<file path="src/rtl/dma_pkg.sv">
package dma_pkg;
  // register indices
  localparam logic [2:0] RA_SRC  = 3'd0;
  localparam logic [2:0] RA_DST  = 3'd1;
  localparam logic [2:0] RA_LEN  = 3'd2;
  localparam logic [2:0] RA_CMD  = 3'd3;
  localparam logic [2:0] RA_STAT = 3'd4;

  // command bit positions
  localparam int C_GO      = 0;
  localparam int C_BLOCK   = 1;
  localparam int C_SRC_INC = 2;
  localparam int C_TO_MEM  = 3;
  localparam int C_DST_INC = 4;

  // status bit positions
  localparam int S_BUSY  = 0;
  localparam int S_DONE  = 1;
  localparam int S_ABORT = 2;

  typedef enum logic [2:0] {
    ST_IDLE,
    ST_WAIT,
    ST_PH1,
    ST_PH2,
    ST_GAP
  } eng_state_t;
endpackage

</file>
<file path="src/rtl/dma_req_sync.sv">
module dma_req_sync #(
  parameter int STAGES = 2
) (
  input  logic clk,
  input  logic rst,
  input  logic req_i,
  output logic req_o
);
  generate
    if (STAGES <= 1) begin : g_aligned
      logic q;
      always_ff @(posedge clk) begin
        if (rst) q <= 1'b0;
        else     q <= req_i;
      end
      assign req_o = q;
    end else begin : g_chain
      logic [STAGES-1:0] sh;
      always_ff @(posedge clk) begin
        if (rst) sh <= '0;
        else     sh <= {sh[STAGES-2:0], req_i};
      end
      assign req_o = sh[STAGES-1];
    end
  endgenerate
endmodule

</file>
<file path="src/rtl/dma_regs.sv">
module dma_regs
  import dma_pkg::*;
#(
  parameter int AW = 16,
  parameter int DW = 32,
  parameter int LW = 16
) (
  input  logic          clk,
  input  logic          rst,
  input  logic          reg_we,
  input  logic          reg_re,
  input  logic [2:0]    reg_addr,
  input  logic [DW-1:0] reg_wdata,
  output logic [DW-1:0] reg_rdata,
  input  logic          busy_i,
  input  logic          step_i,
  input  logic          fin_done_i,
  input  logic          fin_abort_i,
  output logic [AW-1:0] src_o,
  output logic [AW-1:0] dst_o,
  output logic [LW-1:0] len_o,
  output logic          to_mem_o,
  output logic          block_o,
  output logic          start_o,
  output logic          stop_o,
  output logic          done_o,
  output logic          abort_o
);
  logic          cmd_wr, stat_wr;
  logic          src_inc_q, dst_inc_q;
  logic [DW-1:0] rd_mux;
  logic          unused_wdata;

  assign unused_wdata = ^reg_wdata;
  assign cmd_wr  = reg_we && (reg_addr == RA_CMD);
  assign stat_wr = reg_we && (reg_addr == RA_STAT);
  assign start_o = cmd_wr && reg_wdata[C_GO] && !busy_i;
  assign stop_o  = cmd_wr && !reg_wdata[C_GO] && busy_i;

  always_ff @(posedge clk) begin
    if (rst) begin
      src_o     <= '0;
      dst_o     <= '0;
      len_o     <= '0;
      to_mem_o  <= 1'b0;
      block_o   <= 1'b0;
      src_inc_q <= 1'b0;
      dst_inc_q <= 1'b0;
      done_o    <= 1'b0;
      abort_o   <= 1'b0;
    end else begin
      if (reg_we && !busy_i) begin
        case (reg_addr)
          RA_SRC: src_o <= reg_wdata[AW-1:0];
          RA_DST: dst_o <= reg_wdata[AW-1:0];
          RA_LEN: len_o <= reg_wdata[LW-1:0];
          RA_CMD: begin
            block_o   <= reg_wdata[C_BLOCK];
            src_inc_q <= reg_wdata[C_SRC_INC];
            to_mem_o  <= reg_wdata[C_TO_MEM];
            dst_inc_q <= reg_wdata[C_DST_INC];
          end
          default: ;
        endcase
      end
      if (step_i) begin
        len_o <= len_o - LW'(1);
        if (src_inc_q) src_o <= src_o + AW'(1);
        if (dst_inc_q) dst_o <= dst_o + AW'(1);
      end
      if (fin_done_i)                         done_o  <= 1'b1;
      else if (stat_wr && reg_wdata[S_DONE])  done_o  <= 1'b0;
      if (fin_abort_i)                        abort_o <= 1'b1;
      else if (stat_wr && reg_wdata[S_ABORT]) abort_o <= 1'b0;
    end
  end

  always_comb begin
    rd_mux = '0;
    case (reg_addr)
      RA_SRC: rd_mux = DW'(src_o);
      RA_DST: rd_mux = DW'(dst_o);
      RA_LEN: rd_mux = DW'(len_o);
      RA_CMD: begin
        rd_mux[C_GO]      = busy_i;
        rd_mux[C_BLOCK]   = block_o;
        rd_mux[C_SRC_INC] = src_inc_q;
        rd_mux[C_TO_MEM]  = to_mem_o;
        rd_mux[C_DST_INC] = dst_inc_q;
      end
      RA_STAT: begin
        rd_mux[S_BUSY]  = busy_i;
        rd_mux[S_DONE]  = done_o;
        rd_mux[S_ABORT] = abort_o;
      end
      default: rd_mux = '0;
    endcase
  end

  always_ff @(posedge clk) begin
    if (rst)         reg_rdata <= '0;
    else if (reg_re) reg_rdata <= rd_mux;
  end
endmodule

</file>
<file path="src/rtl/dma_engine.sv">
module dma_engine
  import dma_pkg::*;
#(
  parameter int AW = 16,
  parameter int DW = 32,
  parameter int LW = 16
) (
  input  logic          clk,
  input  logic          rst,
  input  logic          start_i,
  input  logic          stop_i,
  input  logic          req_i,
  input  logic [LW-1:0] len_i,
  input  logic          to_mem_i,
  input  logic          block_i,
  input  logic [AW-1:0] src_i,
  input  logic [AW-1:0] dst_i,
  input  logic [DW-1:0] per_rdata_i,
  input  logic [DW-1:0] mem_rdata_i,
  output logic          busy_o,
  output logic          step_o,
  output logic          fin_done_o,
  output logic          fin_abort_o,
  output logic          mem_req_o,
  output logic          mem_we_o,
  output logic [AW-1:0] mem_addr_o,
  output logic [DW-1:0] mem_wdata_o,
  output logic          per_ack_o,
  output logic [DW-1:0] per_wdata_o
);
  eng_state_t    st;
  logic          stop_pend, stop_now, len_zero;
  logic [DW-1:0] data_q;

  assign stop_now = stop_pend | stop_i;
  assign len_zero = (len_i == '0);

  assign fin_done_o  = ((st == ST_IDLE) && start_i && len_zero) ||
                       ((st == ST_GAP) && len_zero);
  assign fin_abort_o = ((st == ST_WAIT) && stop_now) ||
                       ((st == ST_GAP) && !len_zero && stop_now);

  always_ff @(posedge clk) begin
    if (rst) begin
      st        <= ST_IDLE;
      stop_pend <= 1'b0;
      data_q    <= '0;
    end else begin
      case (st)
        ST_IDLE: if (start_i && !len_zero) st <= ST_WAIT;
        ST_WAIT: begin
          if (stop_now)   st <= ST_IDLE;
          else if (req_i) st <= ST_PH1;
        end
        ST_PH1:  st <= ST_PH2;
        ST_PH2:  st <= ST_GAP;
        ST_GAP: begin
          if (len_zero || stop_now) st <= ST_IDLE;
          else if (block_i)         st <= ST_PH1;
          else                      st <= ST_WAIT;
        end
        default: st <= ST_IDLE;
      endcase
      if (st == ST_IDLE) stop_pend <= 1'b0;
      else if (stop_i)   stop_pend <= 1'b1;
      if (st == ST_PH1 && to_mem_i) data_q <= per_rdata_i;
    end
  end

  assign busy_o      = (st != ST_IDLE);
  assign step_o      = (st == ST_PH2);
  assign mem_req_o   = ((st == ST_PH1) && !to_mem_i) || ((st == ST_PH2) && to_mem_i);
  assign mem_we_o    = (st == ST_PH2) && to_mem_i;
  assign mem_addr_o  = to_mem_i ? dst_i : src_i;
  assign mem_wdata_o = data_q;
  assign per_ack_o   = ((st == ST_PH1) && to_mem_i) || ((st == ST_PH2) && !to_mem_i);
  assign per_wdata_o = mem_rdata_i;
endmodule

</file>
<file path="src/rtl/dma_ctl.sv">
module dma_ctl #(
  parameter int ADDR_W      = 16,
  parameter int DATA_W      = 32,
  parameter int LEN_W       = 16,
  parameter int SYNC_STAGES = 2
) (
  input  logic              clk,
  input  logic              rst,
  input  logic              reg_we,
  input  logic              reg_re,
  input  logic [2:0]        reg_addr,
  input  logic [DATA_W-1:0] reg_wdata,
  output logic [DATA_W-1:0] reg_rdata,
  output logic              mem_req,
  output logic              mem_we,
  output logic [ADDR_W-1:0] mem_addr,
  output logic [DATA_W-1:0] mem_wdata,
  input  logic [DATA_W-1:0] mem_rdata,
  input  logic              per_req,
  output logic              per_ack,
  input  logic [DATA_W-1:0] per_rdata,
  output logic [DATA_W-1:0] per_wdata,
  output logic              irq
);
  logic              req_s, busy, step, fin_done, fin_abort;
  logic              to_mem, block, start, stop, done_f, abort_f;
  logic [ADDR_W-1:0] src, dst;
  logic [LEN_W-1:0]  len;

  dma_req_sync #(.STAGES(SYNC_STAGES)) u_sync (
    .clk(clk), .rst(rst), .req_i(per_req), .req_o(req_s)
  );

  dma_regs #(.AW(ADDR_W), .DW(DATA_W), .LW(LEN_W)) u_regs (
    .clk(clk), .rst(rst), .reg_we(reg_we), .reg_re(reg_re),
    .reg_addr(reg_addr), .reg_wdata(reg_wdata), .reg_rdata(reg_rdata),
    .busy_i(busy), .step_i(step), .fin_done_i(fin_done), .fin_abort_i(fin_abort),
    .src_o(src), .dst_o(dst), .len_o(len), .to_mem_o(to_mem), .block_o(block),
    .start_o(start), .stop_o(stop), .done_o(done_f), .abort_o(abort_f)
  );

  dma_engine #(.AW(ADDR_W), .DW(DATA_W), .LW(LEN_W)) u_eng (
    .clk(clk), .rst(rst), .start_i(start), .stop_i(stop), .req_i(req_s),
    .len_i(len), .to_mem_i(to_mem), .block_i(block), .src_i(src), .dst_i(dst),
    .per_rdata_i(per_rdata), .mem_rdata_i(mem_rdata),
    .busy_o(busy), .step_o(step), .fin_done_o(fin_done), .fin_abort_o(fin_abort),
    .mem_req_o(mem_req), .mem_we_o(mem_we), .mem_addr_o(mem_addr),
    .mem_wdata_o(mem_wdata), .per_ack_o(per_ack), .per_wdata_o(per_wdata)
  );

  assign irq = done_f | abort_f;
endmodule

</file>
<file path="config.mk">
export PLATFORM = sky130hd
export DESIGN_NAME = dma_ctl
export DESIGN_NICKNAME = d
export VERILOG_FILES = /design/src/rtl/dma_pkg.sv /design/src/rtl/dma_req_sync.sv /design/src/rtl/dma_regs.sv /design/src/rtl/dma_engine.sv /design/src/rtl/dma_ctl.sv
export SDC_FILE = /design/constraint.sdc
export NUM_CORES = 1
export LEC_CHECK = 0
export BUFFER_PORTS_ARGS = -buffer_cell sky130_fd_sc_hd__buf_2
export CAP_MARGIN = 20
export CORE_MARGIN = 2
export CORE_UTILIZATION = 50
export DETAILED_ROUTE_END_ITERATION = 8
export GPL_TIMING_DRIVEN = 1
export PLACE_DENSITY = 0.86
export SLEW_MARGIN = 15
export SYNTH_ARGS = -nofsm -noshare
export SYNTH_HDL_FRONTEND = slang
export SYNTH_SLANG_ARGS = --single-unit
</file>
<file path="constraint.sdc">
create_clock -name clk -period 2.6 [get_ports clk]
set_clock_uncertainty 0.05 [all_clocks]
set_input_delay 0.78 -clock clk [delete_from_list [all_inputs] [get_ports clk]]
set_output_delay 0.78 -clock clk [all_outputs]
set_load 0.005 [all_outputs]
</file>
==> results.toml <==
[status]
run_status = "finished, final reports clean"

[sta]
rsz0062_at_grt = "false"
min_period_ns = 2.42
worstMarginPinSlew_ns = 0.793
final.setup.tns_ns = 0
fin_crit_sh_pct = 92.9
hold_viol = 0
setup-violations-final = 0
drv_slew = 0
max_freq_mhz = 414
slew-limit-headroom_pct = 46.7

[clock_network]
clockRootBuffer = "clkbuf_16"
cts_tree = "built"
cts_htree_levels = 3
clk_pin_slew_worst_paths_ns = 0.08
numCtsBuffers = 9
cts_resized = 0
clock_sinks = 108
clock_latency_ns = 0.36
post-cts-setup-buffer-count = 0
clk_path_buf_depth = 2
cts-hold-fix-buffers = 0

[floorplanning]
io_pins = 220
core.rowCount = 39
core_area_mm2 = 0.0116
die_w_um = 113
design.die.area_mm2 = 0.0129
die_y_um = 113
start_util_pct = 51.8

[synthesis]
synth_common_cells = "108 x dfxtp_1, 102 x nand2_1, 78 x a21oi_1"
synth_top_area_share_pct = 36.1
synth_flop_cell = "dfxtp_1"
synth_cell_types = 65
avgSynthCellArea_um2 = 8.01
synth.area.top_cells = "dfxtp_1 36%, a21oi_1 6.5%, nand2_1 6.4%, buf_4 6.0%, clkbuf_1 3.3%"
netlist_area_mm2 = 0.00599
synthCells = 748
synth.most_common_cell = "dfxtp_1"
async_flop_share_pct = 0
ys_seq_area_share_pct = 36.1
synth_top_area_cell = "dfxtp_1"
ys_seq_elements = 108
synth.yosys.warnings = 0
synth_edf_count = 0

[cells_and_area]
n_antenna_cell = 0
synthToLayoutAreaGrowth_pct = 14.6
seqCellArea_mm2 = 0.00216
nets = 933
multi_input_area_mm2 = 0.00327
nFillCells = 1017
layout-drive-gt1-share_pct = 23.7

[critical_path]
reg2reg_from = "u_eng.st[2]$_SDFFE_PP0P_"
arrival_ns = 1.59
worst-path-max-fanout = 21
startpoint_type = "flop"
critPathLaunch = "u_regs.to_mem_o$_SDFFE_PP0P_"
worstSetupEndpointType = "output pin"
critical_path_class = "reg -> out"
required_ns = 1.77

[detailed_routing]
vias = 6048
vias_per_cell = 6.22
ant_nets = 0
drt_iter0_markers = 1001
totalWireLength_um = 18400
drt-pass1-iter-count = 5
wl_per_cell_um = 18.9
drc_errors = 0

[power]
vdd_drop_max_mv = 0.401
power_density_mw_per_mm2 = 517
p_leak_nw = 2.76
power_mw = 3.55

[global_route]
antenna_found_initial = 1
first_global_vias = 5433
grt_pass1_wl_um = 28700
groute.usage.overall_pct = 28.3
grt_overflow = 0
grt_max_degree = 76

[place]
dp_hpwl_um = 13100
gp_congestion = 0.960
io_buffers = 123

[min_path]
min_path_type = "reg -> reg"
hp-start = "u_sync.g_chain.sh[0]$_SDFF_PP0_"

[flow_run]
drv_cap = 0
-- per-stage QoR --
step | cell area [um2] | worst slack (ns) | hold slack [ns] | utilization (%) | cells
6_report | 6870 | 0.184 | 0.398 | 59.4 | 973
4_1_cts | 6870 | 0.180 | 0.399 | 59.4 | 973
3_3_place_gp | 6540 | 0.143 | 0.371 | 56.5 | 957
5_1_grt | 6870 | 0.102 | 0.420 | 59.4 | 973
2_1_floorplan | 6050 | 0.311 | 0.364 | - | 763
3_5_place_dp | 6540 | 0.135 | 0.381 | 56.5 | 957
-- logic make-up (layout without fill, tap and decap cells) --
kind of cell,count (synthesis),count (layout),synth area share (%)
AO/OA/AOI/OAI,197,197,21.0
XOR/XNOR,1,1,0.146
adder cells (fa/ha/maj),4,4,0.835
buffers and inverters,114,181,10.3
flip-flops,108,108,36.1
multiplexers,31,31,6.53
other,1,16,0.0626
AND/OR/NAND/NOR,292,292,25.0
-- placed cells by master, fill, tap and decap left out, types with 7 or more instances in the layout --
cell | netlist | layout
or3_1 | 11 | 11
a211oi_1 | 11 | 11
mux2_2 | 12 | 12
a21oi_1 | 78 | 78
o211ai_1 | 10 | 10
o21ai_0 | 23 | 23
dfxtp_1 | 108 | 108
nor2b_1 | 20 | 20
nand3_1 | 30 | 30
buf_4 | 48 | 32
nor2_1 | 42 | 42
nand2_1 | 102 | 102
inv_1 | 8 | 8
nor3_1 | 15 | 15
a22oi_1 | 7 | 7
clkbuf_16 | 0 | 9
a31oi_1 | 19 | 19
mux2i_1 | 14 | 14
buf_2 | 2 | 122
nand4_1 | 12 | 12
a2bb2oi_1 | 9 | 9
nor4_1 | 9 | 9
conb_1 | 1 | 16
o2bb2ai_1 | 12 | 12
-- layer usage --
metal | wire (um) | up-vias | track usage, %
met4 | 864 | 2 | 14.4
li1 | - | 2818 | -
met2 | 8290 | 384 | 43.2
met5 | 11 | - | 0
met3 | 1900 | 82 | 7.70
met1 | 7290 | 2762 | 36.8
-- path summary, 6_finish.rpt --
check,slack (ns),cells after the start,endpoint
hold / removal,0.40,1,u_sync.g_chain.sh[1]$_SDFF_PP0_
hold reg to reg,0.40,1,u_sync.g_chain.sh[1]$_SDFF_PP0_
setup / recovery,0.18,3,mem_addr[0]
setup reg to reg,0.32,4,u_regs.dst_o[0]$_SDFF_PP0_
-- critical path, cell delays in order, from the launching register on --
cell and delay [ns]:
dfxtp_1 0.50, buf_12 0.21, mux2_2 0.37, buf_2 0.14
-- cell type report --
class / instances / share of cell area, %
Clock buffer: 9 / 3.28
Tap cell: 143 / 2.61
Sequential cell: 108 / 31.5
Multi-Input combinational cell: 541 / 47.6
Timing Repair Buffer: 156 / 13.0
Inverter: 9 / 0.492
Clock inverter: 7 / 1.53
-- flip-flops by register name, summed over array words and instances (netlist names), 2 cells and up --
signal,cells
u_sync.g_chain.sh,2
u_regs.len_o,16
u_regs.src_o,16
u_eng.mem_wdata_o,32
u_regs.dst_o,16
u_regs.reg_rdata,16
u_eng.st,3
-- power breakdown --
| part | switching [mW] | leakage (nW) | internal [mW] | total, mW |
|---|---|---|---|---|
| sequential | 0.0340 | 0.873 | 1.68 | 1.71 |
| combinational | 0.186 | 1.72 | 0.121 | 0.307 |
| clock | 0.674 | 0.159 | 0.860 | 1.53 |
No activity file was read; power rests on OpenSTA's default activity.
